## src/rtl/duel_scoreboard.sv

```systemverilog
module duel_scoreboard (
  input  logic       clk,
  input  logic       rst,
  input  logic       win_l,
  input  logic       win_r,
  output logic       restart,
  output logic [6:0] seg_l,
  output logic [6:0] seg_r
);
  localparam int SCORE_W = 3;
  localparam logic [SCORE_W-1:0] TOP = '1;

  logic [SCORE_W-1:0] score_l, score_r;
  logic               won_q;

  always_ff @(posedge clk) begin
    if (rst) begin
      score_l <= '0;
      score_r <= '0;
      won_q   <= 1'b0;
    end else begin
      won_q <= win_l | win_r;
      if (win_l) begin
        if (score_l != TOP) score_l <= score_l + 1'b1;
      end else if (win_r) begin
        if (score_r != TOP) score_r <= score_r + 1'b1;
      end
    end
  end

  function automatic logic [6:0] to_seg(input logic [SCORE_W-1:0] v);
    logic [6:0] on;
    case (v)
      3'd0:    on = 7'b0111111;
      3'd1:    on = 7'b0000110;
      3'd2:    on = 7'b1011011;
      3'd3:    on = 7'b1001111;
      3'd4:    on = 7'b1100110;
      3'd5:    on = 7'b1101101;
      3'd6:    on = 7'b1111101;
      default: on = 7'b0000111;
    endcase
    return ~on;
  endfunction

  assign restart = won_q | rst;
  assign seg_l   = to_seg(score_l);
  assign seg_r   = to_seg(score_r);
endmodule

```

## config.mk

```make
export PLATFORM = sky130hd
export DESIGN_NAME = duel_scoreboard
export DESIGN_NICKNAME = d
export VERILOG_FILES = /design/src/rtl/duel_scoreboard.sv
export SDC_FILE = /design/constraint.sdc
export NUM_CORES = 1
export LEC_CHECK = 0
export ABC_AREA = 1
export BUFFER_PORTS_ARGS = -buffer_cell sky130_fd_sc_hd__buf_2
export CAP_MARGIN = 20
export CORE_MARGIN = 2
export CORE_UTILIZATION = 37
export CTS_CLUSTER_SIZE = 20
export DETAILED_ROUTE_END_ITERATION = 8
export GPL_ROUTABILITY_DRIVEN = 0
export SYNTH_ARGS = -nofsm -noshare
export SYNTH_HDL_FRONTEND = slang
export SYNTH_SLANG_ARGS = --single-unit
```

## constraint.sdc

```tcl
create_clock -name clk -period 1.25 [get_ports clk]
set_input_delay 0.25 -clock clk [delete_from_list [all_inputs] [get_ports clk]]
set_output_delay 0.25 -clock clk [all_outputs]
set_load 0.02 [all_outputs]
```

==> impl_metrics.toml, run 1 <==
[synth]
syn_area_um2 = 634.4
syn-num-nets = 120
ys_seq_area_frac = 0.2209
synth-edff-count = 0
ys_ff_latch = 7
yosysTopAreaCellShare = 0.2367
synth.largest_area_cell = "ha_1"
synthCells = 104
synth.distinct_cells = 12
yosysWarnings = 0
netlist_top_cells_area = "ha_1 (24%), dfxtp_1 (22%), nand2_1 (17%)"
async_reset_ff_frac = 0
syn_avg_cell_area_um2 = 6.100
ys.flop_type = "dfxtp_1"
synth_common_cells = "nand2_1 (29), nor2_1 (23), inv_1 (16)"
yosysMostFrequentCell = "nand2_1"

[die]
die_h_um = 45.41
rows = 14
die_x_um = 45.41
num_io_pins = 19
start_util = 0.4069

[place]
dpl.hpwl_um = 1409
dpl-instance-area_um2 = 1199
io_buffers = 18

[clock_tree]
numCtsBuffers = 3
htree_num_levels = 1
cts_buffer_depth = 2
cts_hold_buffers = 0
cts.sinks = 7
cts_root_buf = "clkbuf_4"

[timing]
worst_endpoint = "seg_r[6]"
worst-ep-kind = "top-level output"

[run_status]
tool.error = "[ERROR DPL-0038] Utilization greater than 100%, impossible to legalize"
status = "stopped before the end"
lastStage = "global routing (5_1_grt)"

[grt]
grt_max_degree = 7
## cells by family after synthesis
kind of cell	share of synthesized area
simple gates	0.3609
flops	0.2209
compound gates	0.08678
buf+inv	0.09468
fa+ha+maj	0.2367
## per-stage QoR
step                setup slack [ns]  cells  TNS (ns)    util
floorplan                    -0.1301    104   -0.8942       -
global placement             -0.2466    160    -2.634  0.7689
detailed placement           -0.2872    160    -3.091  0.7689
CTS                          -0.4970    169    -5.825  0.9775
## what timing repair did
| item | in CTS |
|---|---|
| endpoints found under the setup margin | 17 |
| setup buffers | 5 |
| gates resized for setup | 68 |
| pin swaps | 21 |
| endpoints found under the hold margin | 0 |
| cloned | 0 |
==> run 2, diff against run 1 <==
--- a/config.mk
+++ b/config.mk
@@ -8,11 +8,11 @@
 export ABC_AREA = 1
 export BUFFER_PORTS_ARGS = -buffer_cell sky130_fd_sc_hd__buf_2
 export CAP_MARGIN = 20
-export CORE_MARGIN = 2
-export CORE_UTILIZATION = 37
-export CTS_CLUSTER_SIZE = 20
+export CORE_AREA = 2 2 63 65
 export DETAILED_ROUTE_END_ITERATION = 8
+export DIE_AREA = 0 0 65 67
 export GPL_ROUTABILITY_DRIVEN = 0
+export PLACE_DENSITY_LB_ADDON = 0.15
 export SYNTH_ARGS = -nofsm -noshare
 export SYNTH_HDL_FRONTEND = slang
 export SYNTH_SLANG_ARGS = --single-unit
==> constraint.sdc (replaced) <==
create_clock -name clk -period 1.6 [get_ports clk]
set_input_delay 0.32 -clock clk [delete_from_list [all_inputs] [get_ports clk]]
set_output_delay 0.32 -clock clk [all_outputs]
set_load 0.02 [all_outputs]
==> run 2 against run 1 <==
- the flow now finishes, with violations (setup timing)
- area after synthesis unchanged
- synthesized cell count unchanged
==> impl_metrics.toml, run 2 <==
[timing]
worst_pin_slew_ns = 0.2292
fin_worst_skew_ns = 0.001616
worst_slack_ns = -0.1554
grt_setup_unrepaired = "yes"
maxSlewViolCount = 0
hold_viol_final = 0
period_minus_slack_ns = 1.755
period_share = 1.097
fin_tns_setup_ns = -0.9643
fmax_mhz = 569.7
max-slew-margin-rel = 0.8468
setup_viol = 12

[synth]
syn-num-nets = 120
ys.flop_type = "dfxtp_1"
ys_ff_latch = 7
netlist_top_cells_area = "ha_1 (24%), dfxtp_1 (22%), nand2_1 (17%)"
synth_common_cells = "nand2_1 (29), nor2_1 (23), inv_1 (16)"
async_reset_ff_frac = 0
syn_avg_cell_area_um2 = 6.100
synth.distinct_cells = 12
synthCells = 104
yosysWarnings = 0
yosysTopAreaCellShare = 0.2367
synth-edff-count = 0
ys_seq_area_frac = 0.2209
synth.largest_area_cell = "ha_1"
yosysMostFrequentCell = "nand2_1"
syn_area_um2 = 634.4

[die]
core_um2 = 3606
rows = 22
start_util = 0.1759
dieArea_um2 = 4355
die_h_um = 67
die_x_um = 65
num_io_pins = 19

[pwr]
ir_drop_mv = 0.3014
clockPowerShare = 0.269
switching_share = 0.3688
p_int_uw = 565.1
p_seq_frac = 0.232
comb_power_share = 0.499
switchingPower_uw = 330.1
cellLeakagePower_nw = 0.6177
power_density_nw_per_um2 = 691.3

[worst_setup_path]
required_ns = 1.28
path_max_fanout = 3
cp-start-kind = "flip-flop"
critPathKind = "flip-flop to primary output"
critPathArrivalTime_ns = 1.44
endpoint_kind = "primary output"

[grt]
grt-ovfl-total = 0
grt_max_degree = 8
grt_pass1_vias = 669
grt.total_usage = 0.08550
grt_antenna_before_repair = 0
grt_pass1_wl_um = 2904

[cells_and_area]
design_area_um2 = 1295
final_common_cell = "nand2_1"
top_regs = "score_l (3), score_r (3), won_q (1)"
fillers = 384
drive_gt1_frac = 0.5971
finalNetCount = 156
ff_latch_area_um2 = 155.1
area_growth_pct = 104.1
multi_input_area_um2 = 706.9
diodes = 0
final_cell_mix = "nand2_1 (17), buf_4 (16), nor2_1 (14), ha_4 (10), buf_6 (10)"

[run_status]
violations = "setup timing"
status = "complete, but fails checks"

[clock_tree]
numCtsBuffers = 3
insertion_delay_ns = 0.22
cts_root_buf = "clkbuf_8"
cts.sinks = 7
cts_tree = "built"
path_clk_slew_ns = 0.04
htree_num_levels = 1
cts_buffer_depth = 2

[routing]
drcViolationCount = 0
wl_per_cell_um = 9.182
drt-vias-per-instance = 3.813
detail_route.wirelength_um = 1717
first_pass_iters = 4
ant_nets = 0
vias = 713
drt_iter0_markers = 7

[place]
io_buffers = 18
dpl-instance-area_um2 = 857.1
dpl.hpwl_um = 1178

[flow_run]
drv_cap = 0

[worst_hold_path]
hp-class = "primary input to flip-flop"
-- run 2: cell counts after synthesis --
Identical to the previous run, type by type.
-- run 2: kinds of logic (layout without fill, tap and decap cells) --
family,count (synthesis),count (layout),share of synthesized area
compound gates,11,11,0.08678
fa+ha+maj,12,12,0.2367
buf+inv,16,51,0.09468
flops,7,7,0.2209
simple gates,58,58,0.3609
-- run 2: worst paths after layout --
path / end / slack [ns] / cells past startpoint / start
setup / recovery: seg_r[6] / -0.16 / 7 / score_r[1]$_SDFFE_PP0P_
hold / removal: won_q$_SDFF_PP0_ / 0.28 / 2 / rst
setup reg to reg: score_r[1]$_SDFFE_PP0P_ / 0.23 / 8 / score_r[1]$_SDFFE_PP0P_
hold reg to reg: score_l[1]$_SDFFE_PP0P_ / 0.55 / 2 / score_l[1]$_SDFFE_PP0P_
-- run 2: layout make-up --
class,count,share of cell area
clock buffer,4,0.03478
sequential,7,0.1198
tap,48,0.04638
multi-input combinational,81,0.5459
timing repair buffer,31,0.1990
inverter,16,0.05411
-- run 2: stage by stage --
stage / utilization / power (mW) / setup WS, ns / hold slack, ns / instances
finish: 0.3591 / 0.8952 / -0.1554 / 0.2781 / 187
global route: 0.3591 / 0.9597 / -0.2155 / 0.2825 / 187
CTS: 0.3314 / 0.8522 / -0.1388 / 0.2711 / 185
detailed placement: 0.2377 / 0.4932 / -0.02972 / 0.5089 / 178
global placement: 0.2377 / 0.4942 / -0.01416 / 0.5030 / 178
floorplan: - / 0.3978 / 0.006048 / 0.3924 / 104
-- run 2: power groups by stage --
stage	logic [mW]	clock network, mW	registers, mW
after floorplan	0.195	0	0.203
after global placement	0.294	0	0.200
after detailed placement	0.293	0	0.201
after CTS	0.394	0.251	0.207
after global routing	0.488	0.261	0.210
final	0.446	0.241	0.208
-- run 2: critical path, cell delays in order (launching register included) --
cell,delay (ns)
dfxtp_4,0.36
ha_4,0.17
ha_4,0.15
inv_2,0.06
nand2_4,0.05
buf_6,0.12
nor3_4,0.16
buf_6,0.14
-- run 2: repair_timing --
item | 4_1_cts | 5_1_grt
resized for setup | 77 | 22
endpoints found under the setup margin | 13 | 12
pin swaps | 19 | 8
setup buffers | 3 | 2
hold buffers | 0 | 0
-- run 2: layer usage --
metal	global-route usage	share of wire
met5	0	0
met2	0.1418	0.50
met1	0.1039	0.46
met3	0.01014	0.029
met4	0.05585	0.015
Power figures use the tool's default switching activity.
